$ cat config.mk
export PLATFORM = sky130hd
export DESIGN_NAME = irq_prio_ack
export DESIGN_NICKNAME = d
export VERILOG_FILES = /design/src/rtl/irq_ack_pkg.sv /design/src/rtl/irq_level_filter.sv /design/src/rtl/irq_mask_reg.sv /design/src/rtl/irq_ack_fsm.sv /design/src/rtl/irq_prio_ack.sv
export SDC_FILE = /design/constraint.sdc
export NUM_CORES = 1
export LEC_CHECK = 0
export ABC_AREA = 1
export CORE_UTILIZATION = 46
export DETAILED_ROUTE_END_ITERATION = 8
export HOLD_SLACK_MARGIN = 0.02
export PLACE_DENSITY = 0.78
export SKIP_CTS_REPAIR_TIMING = 1
export SLEW_MARGIN = 20
export SYNTH_ARGS = -nofsm -noshare
export SYNTH_HDL_FRONTEND = slang
export SYNTH_HIERARCHICAL = 1
export SYNTH_SLANG_ARGS = --single-unit
export TNS_END_PERCENT = 30
$ cat constraint.sdc
create_clock -name clk -period 1.7 [get_ports clk]
set_clock_uncertainty 0.1 [all_clocks]
set_input_delay 0.34 -clock clk [delete_from_list [all_inputs] [get_ports clk]]
set_output_delay 0.34 -clock clk [all_outputs]
set_load 0.01 [all_outputs]
$ cat src/rtl/irq_ack_pkg.sv
package irq_ack_pkg;

    typedef enum logic [1:0] {
        ST_IDLE    = 2'd0,
        ST_START   = 2'd1,
        ST_HOLD    = 2'd2,
        ST_RECOVER = 2'd3
    } ack_state_e;

    localparam logic [1:0] TT_NORMAL = 2'b00;
    localparam logic [1:0] TT_ACK    = 2'b11;

endpackage

$ cat src/rtl/irq_level_filter.sv
module irq_level_filter #(
    parameter int W     = 3,
    parameter int DEPTH = 2
) (
    input  logic         clk,
    input  logic         rst_n,
    input  logic [W-1:0] lvl_raw,
    output logic [W-1:0] lvl_stable
);

    logic [DEPTH-1:0][W-1:0] smp_q;
    logic                    agree;
    logic [W-1:0]            stable_q;

    always_ff @(posedge clk or negedge rst_n) begin
        if (!rst_n) begin
            smp_q <= '0;
        end else begin
            smp_q[0] <= lvl_raw;
            for (int i = 1; i < DEPTH; i++) begin
                smp_q[i] <= smp_q[i-1];
            end
        end
    end

    generate
        if (DEPTH > 1) begin : g_vote
            always_comb begin
                agree = 1'b1;
                for (int j = 1; j < DEPTH; j++) begin
                    if (smp_q[j] != smp_q[0]) begin
                        agree = 1'b0;
                    end
                end
            end
        end else begin : g_single
            assign agree = 1'b1;
        end
    endgenerate

    always_ff @(posedge clk or negedge rst_n) begin
        if (!rst_n) begin
            stable_q <= '0;
        end else if (agree) begin
            stable_q <= smp_q[0];
        end
    end

    assign lvl_stable = stable_q;

endmodule

$ cat src/rtl/irq_mask_reg.sv
module irq_mask_reg #(
    parameter int W = 3
) (
    input  logic         clk,
    input  logic         rst_n,
    input  logic         wr_en,
    input  logic [W-1:0] wr_data,
    output logic [W-1:0] mask_q
);

    always_ff @(posedge clk or negedge rst_n) begin
        if (!rst_n) begin
            mask_q <= '1;
        end else if (wr_en) begin
            mask_q <= wr_data;
        end
    end

endmodule

$ cat src/rtl/irq_ack_fsm.sv
module irq_ack_fsm
    import irq_ack_pkg::*;
#(
    parameter int W         = 3,
    parameter int RECOV_CYC = 3
) (
    input  logic         clk,
    input  logic         rst_n,
    input  logic [W-1:0] lvl_stable,
    input  logic [W-1:0] mask_q,
    input  logic         ack_done,
    output logic         pending,
    output logic [W-1:0] pend_level,
    output logic [1:0]   tt,
    output logic         ack_strobe
);

    localparam int CNT_W = (RECOV_CYC > 1) ? $clog2(RECOV_CYC) : 1;
    localparam logic [CNT_W-1:0] CNT_LOAD = CNT_W'(RECOV_CYC - 1);

    ack_state_e       state_q, state_d;
    logic [CNT_W-1:0] guard_q;
    logic [W-1:0]     level_q;
    logic             take_req;

    assign take_req = (lvl_stable > mask_q);

    // state register
    always_ff @(posedge clk or negedge rst_n) begin
        if (!rst_n) begin
            state_q <= ST_IDLE;
        end else begin
            state_q <= state_d;
        end
    end

    // next-state decode
    always_comb begin
        state_d = state_q;
        unique case (state_q)
            ST_IDLE:    if (take_req) state_d = ST_START;
            ST_START:   state_d = ack_done ? ST_RECOVER : ST_HOLD;
            ST_HOLD:    if (ack_done) state_d = ST_RECOVER;
            ST_RECOVER: if (guard_q == '0) state_d = ST_IDLE;
            default:    state_d = ST_IDLE;
        endcase
    end

    // guard counter and captured level
    always_ff @(posedge clk or negedge rst_n) begin
        if (!rst_n) begin
            guard_q <= '0;
            level_q <= '0;
        end else begin
            if (state_q == ST_IDLE && take_req) begin
                level_q <= lvl_stable;
            end
            if (state_q != ST_RECOVER && state_d == ST_RECOVER) begin
                guard_q <= CNT_LOAD;
            end else if (state_q == ST_RECOVER && guard_q != '0) begin
                guard_q <= guard_q - 1'b1;
            end
        end
    end

    // outputs
    always_comb begin
        pending    = 1'b0;
        ack_strobe = 1'b0;
        tt         = TT_NORMAL;
        pend_level = '0;
        unique case (state_q)
            ST_IDLE: begin
            end
            ST_START: begin
                pending    = 1'b1;
                ack_strobe = 1'b1;
                tt         = TT_ACK;
                pend_level = level_q;
            end
            ST_HOLD: begin
                pending    = 1'b1;
                tt         = TT_ACK;
                pend_level = level_q;
            end
            ST_RECOVER: begin
            end
            default: begin
            end
        endcase
    end

endmodule

$ cat src/rtl/irq_prio_ack.sv
module irq_prio_ack #(
    parameter int LVL_W       = 3,
    parameter int MATCH_DEPTH = 2
) (
    input  logic             clk,
    input  logic             rst_n,
    input  logic [LVL_W-1:0] irq_level,
    input  logic [LVL_W-1:0] mask_in,
    input  logic             mask_wr,
    input  logic             ack_done,
    output logic             pending,
    output logic [LVL_W-1:0] pend_level,
    output logic [1:0]       tt,
    output logic             ack_strobe
);

    localparam int RECOV_CYC = MATCH_DEPTH + 1;

    logic [LVL_W-1:0] lvl_stable;
    logic [LVL_W-1:0] mask_q;

    irq_level_filter #(.W(LVL_W), .DEPTH(MATCH_DEPTH)) u_filter (
        .clk        (clk),
        .rst_n      (rst_n),
        .lvl_raw    (irq_level),
        .lvl_stable (lvl_stable)
    );

    irq_mask_reg #(.W(LVL_W)) u_mask (
        .clk     (clk),
        .rst_n   (rst_n),
        .wr_en   (mask_wr),
        .wr_data (mask_in),
        .mask_q  (mask_q)
    );

    irq_ack_fsm #(.W(LVL_W), .RECOV_CYC(RECOV_CYC)) u_fsm (
        .clk        (clk),
        .rst_n      (rst_n),
        .lvl_stable (lvl_stable),
        .mask_q     (mask_q),
        .ack_done   (ack_done),
        .pending    (pending),
        .pend_level (pend_level),
        .tt         (tt),
        .ack_strobe (ack_strobe)
    );

endmodule

==> out/metrics.csv <==
metric,value,unit
initial antenna violation count,0,
Syn-to-layout area delta,31.37,%
"Cell Area, Synth",997.2,um^2
Post-layout nets,162,
wire per inst,10.04,um
Worst Hold Class,in2async,
max-cap violations,0,
ANT nets after route,0,
H-tree depth,1,
crit-path max FO,6,
Power Density,1548,mW/mm^2
Vias,791,
switching power,806.3,uW
"Data arrival, critical path",1.25,ns
Leakage,0.0007116,uW
layout cell share with drive strength beyond 1,26.76,%
syn_nets,137,
first-pass GRT wire length,2.891,mm
number of buffers created by CTS,3,
worst-margin pin slew,0.2326,ns
Slew Limit Fails,0,
gr usage total,16.20,%
RSZ-0062 raised after global routing,true,
DRT Pass-1 Iters,4,
# diodes,0,
chip height,48.56,um
Setup Viol. Count Final,0,
internal power contribution,1221,uW
routability congestion estimate,0.7859,
DRT iter0 DRCs,15,
Max Clk Rate,592.9,MHz
CP Class,reg2out,
CP required,1.26,ns
combinational power share,56.8,%
Initial Util,49.81,%
Final TNS setup,0,ns
post-synthesis sequential area ratio,48.06,%
Worst slew margin,84.43,%
vias in the first global route,723,
setup slack at placement,-0.1465,ns
Period minus WS final,1.687,ns
fin crit share,99.21,%
Clock Sinks,19,
WL final,1.697,mm
largest net degree at the start of global routing,20,
Seq pwr share,31.4,%
setup slack after layout,0.01339,ns
"commonest cells after routing, fill and taps aside","39 x nand2_1, 16 x inv_1, 16 x dfrtp_1",
"FF+latch count, synth",19,
outcome,completed,
Worst Reg-to-Reg Cells,8,
FP Rows,16,
"most common cell after layout, fill and taps aside",nand2_1,
IO Count,17,
Post-Syn Instances,118,
port bufs,16,
CTS tree,done,
root buf cell,clkbuf_4,
Synth warnings,6,
Util after Layout,65.44,%
"Clk pin slew, worst setup/hold paths",0.11,ns
CTS Buffer Depth,2,
clock latency on the worst-skew pair,0.31,ns
Peak VDD IR,834.5,uV
clock network power share,11.8,%
Core Region,0.002002,mm^2
Final Hold Viols,0,
total power,2028,uW
Die Footprint,0.002358,mm^2
switching share of power,39.76,%
via/cell ratio,4.680,
aggregate global routing overflow,0,
syn_area_per_cell,8.451,um^2
Yosys cell types,19,
critical path endpoint category,primary output,
Post-DP HPWL,1.260,mm
Worst Setup Start Kind,register,
DR DRC count,0,
Die X-Extent,48.56,um
state kept, by name, indices dropped and copies added, names as in the netlist:
name                 count
u_mask/mask_q            3
u_filter/lvl_stable      3
u_fsm/level_q            3
u_filter/smp_q           6
u_fsm/guard_q            2
u_fsm/state_q            2
power groups by stage:
stage                     Clock, uW  Combinational (uW)  Sequential, uW
final                           239                1150             636
after global routing            272                1290             652
after CTS                       249                1050             624
after detailed placement          0                1040             634
after global placement            0                 993             632
after floorplan                   0                 646             636
routing by layer:
metal | vias to the layer above | GRT usage, % | part of all wire (%)
met4 | 0 | 10.29 | 2.5
met3 | 5 | 2.830 | 4.2
li1 | 407 | - | -
met5 | - | 0 | 0
met1 | 354 | 16.70 | 41
met2 | 25 | 30.05 | 52
per-stage QoR:
stage	cells	hold slack [ns]	area (um^2)
detailed placement	164	0.3267	1214
finish	169	0.2394	1310
floorplan	118	-0.05559	997.2
global route	169	0.2497	1310
global placement	164	0.3029	1214
CTS	168	0.2422	1244
cell families (layout without fill, tap and decap cells):
family	Yosys count	after routing	synth area share [%]
and+or+nand+nor	58	58	25.60
buffers and inverters	25	49	10.16
AOI/OAI and AO/OA	6	6	3.261
adders and majority gates	9	9	11.29
DFF	19	19	48.06
xor gates and xnor gates	1	1	1.632
cell usage after synthesis (all sizes together):
master	n	area, um^2
a21oi	1	5.000
dfstp	3	78.83
or2	2	12.52
dfrtp	16	400.4
nand4	4	25.02
ha	9	112.6
inv	23	86.33
o21a	1	7.510
nand2	42	162.6
buf	2	15.01
nor2	4	15.01
o21ai	4	20.01
xnor2	1	16.27
nand3	6	40.04
final timing paths:
kind                                   start           endpoint  slack [ns]
max in group asynchronous              rst_n   u_mask/mask_q[2]        1.00
setup / recovery            u_fsm/state_q[0]      pend_level[1]        0.01
hold / removal                         rst_n  u_filter/smp_q[2]        0.24
hold reg to reg            u_filter/smp_q[0]  u_filter/smp_q[3]        0.36
setup reg to reg            u_mask/mask_q[2]   u_fsm/level_q[0]        0.02
min in group clk                irq_level[0]  u_filter/smp_q[0]        0.35
worst max-delay path: stages (launching register included):
cell and delay [ns]:
dfrtp_1 0.38, inv_2 0.06, ha_4 0.29, nand2_1 0.05, inv_1 0.04, buf_2 0.12
final cells by class:
class | instances | area [um^2]
Tap cell | 27 | 33.78
Inverter | 23 | 86.33
Timing Repair Buffer | 22 | 198.9
Sequential cell | 19 | 479.2
Clock buffer | 3 | 22.52
Clock inverter | 1 | 7.507
Fill cell | 179 | 691.9
Multi-Input combinational cell | 74 | 481.7
Note: power is estimated with default switching activity, not from simulation.
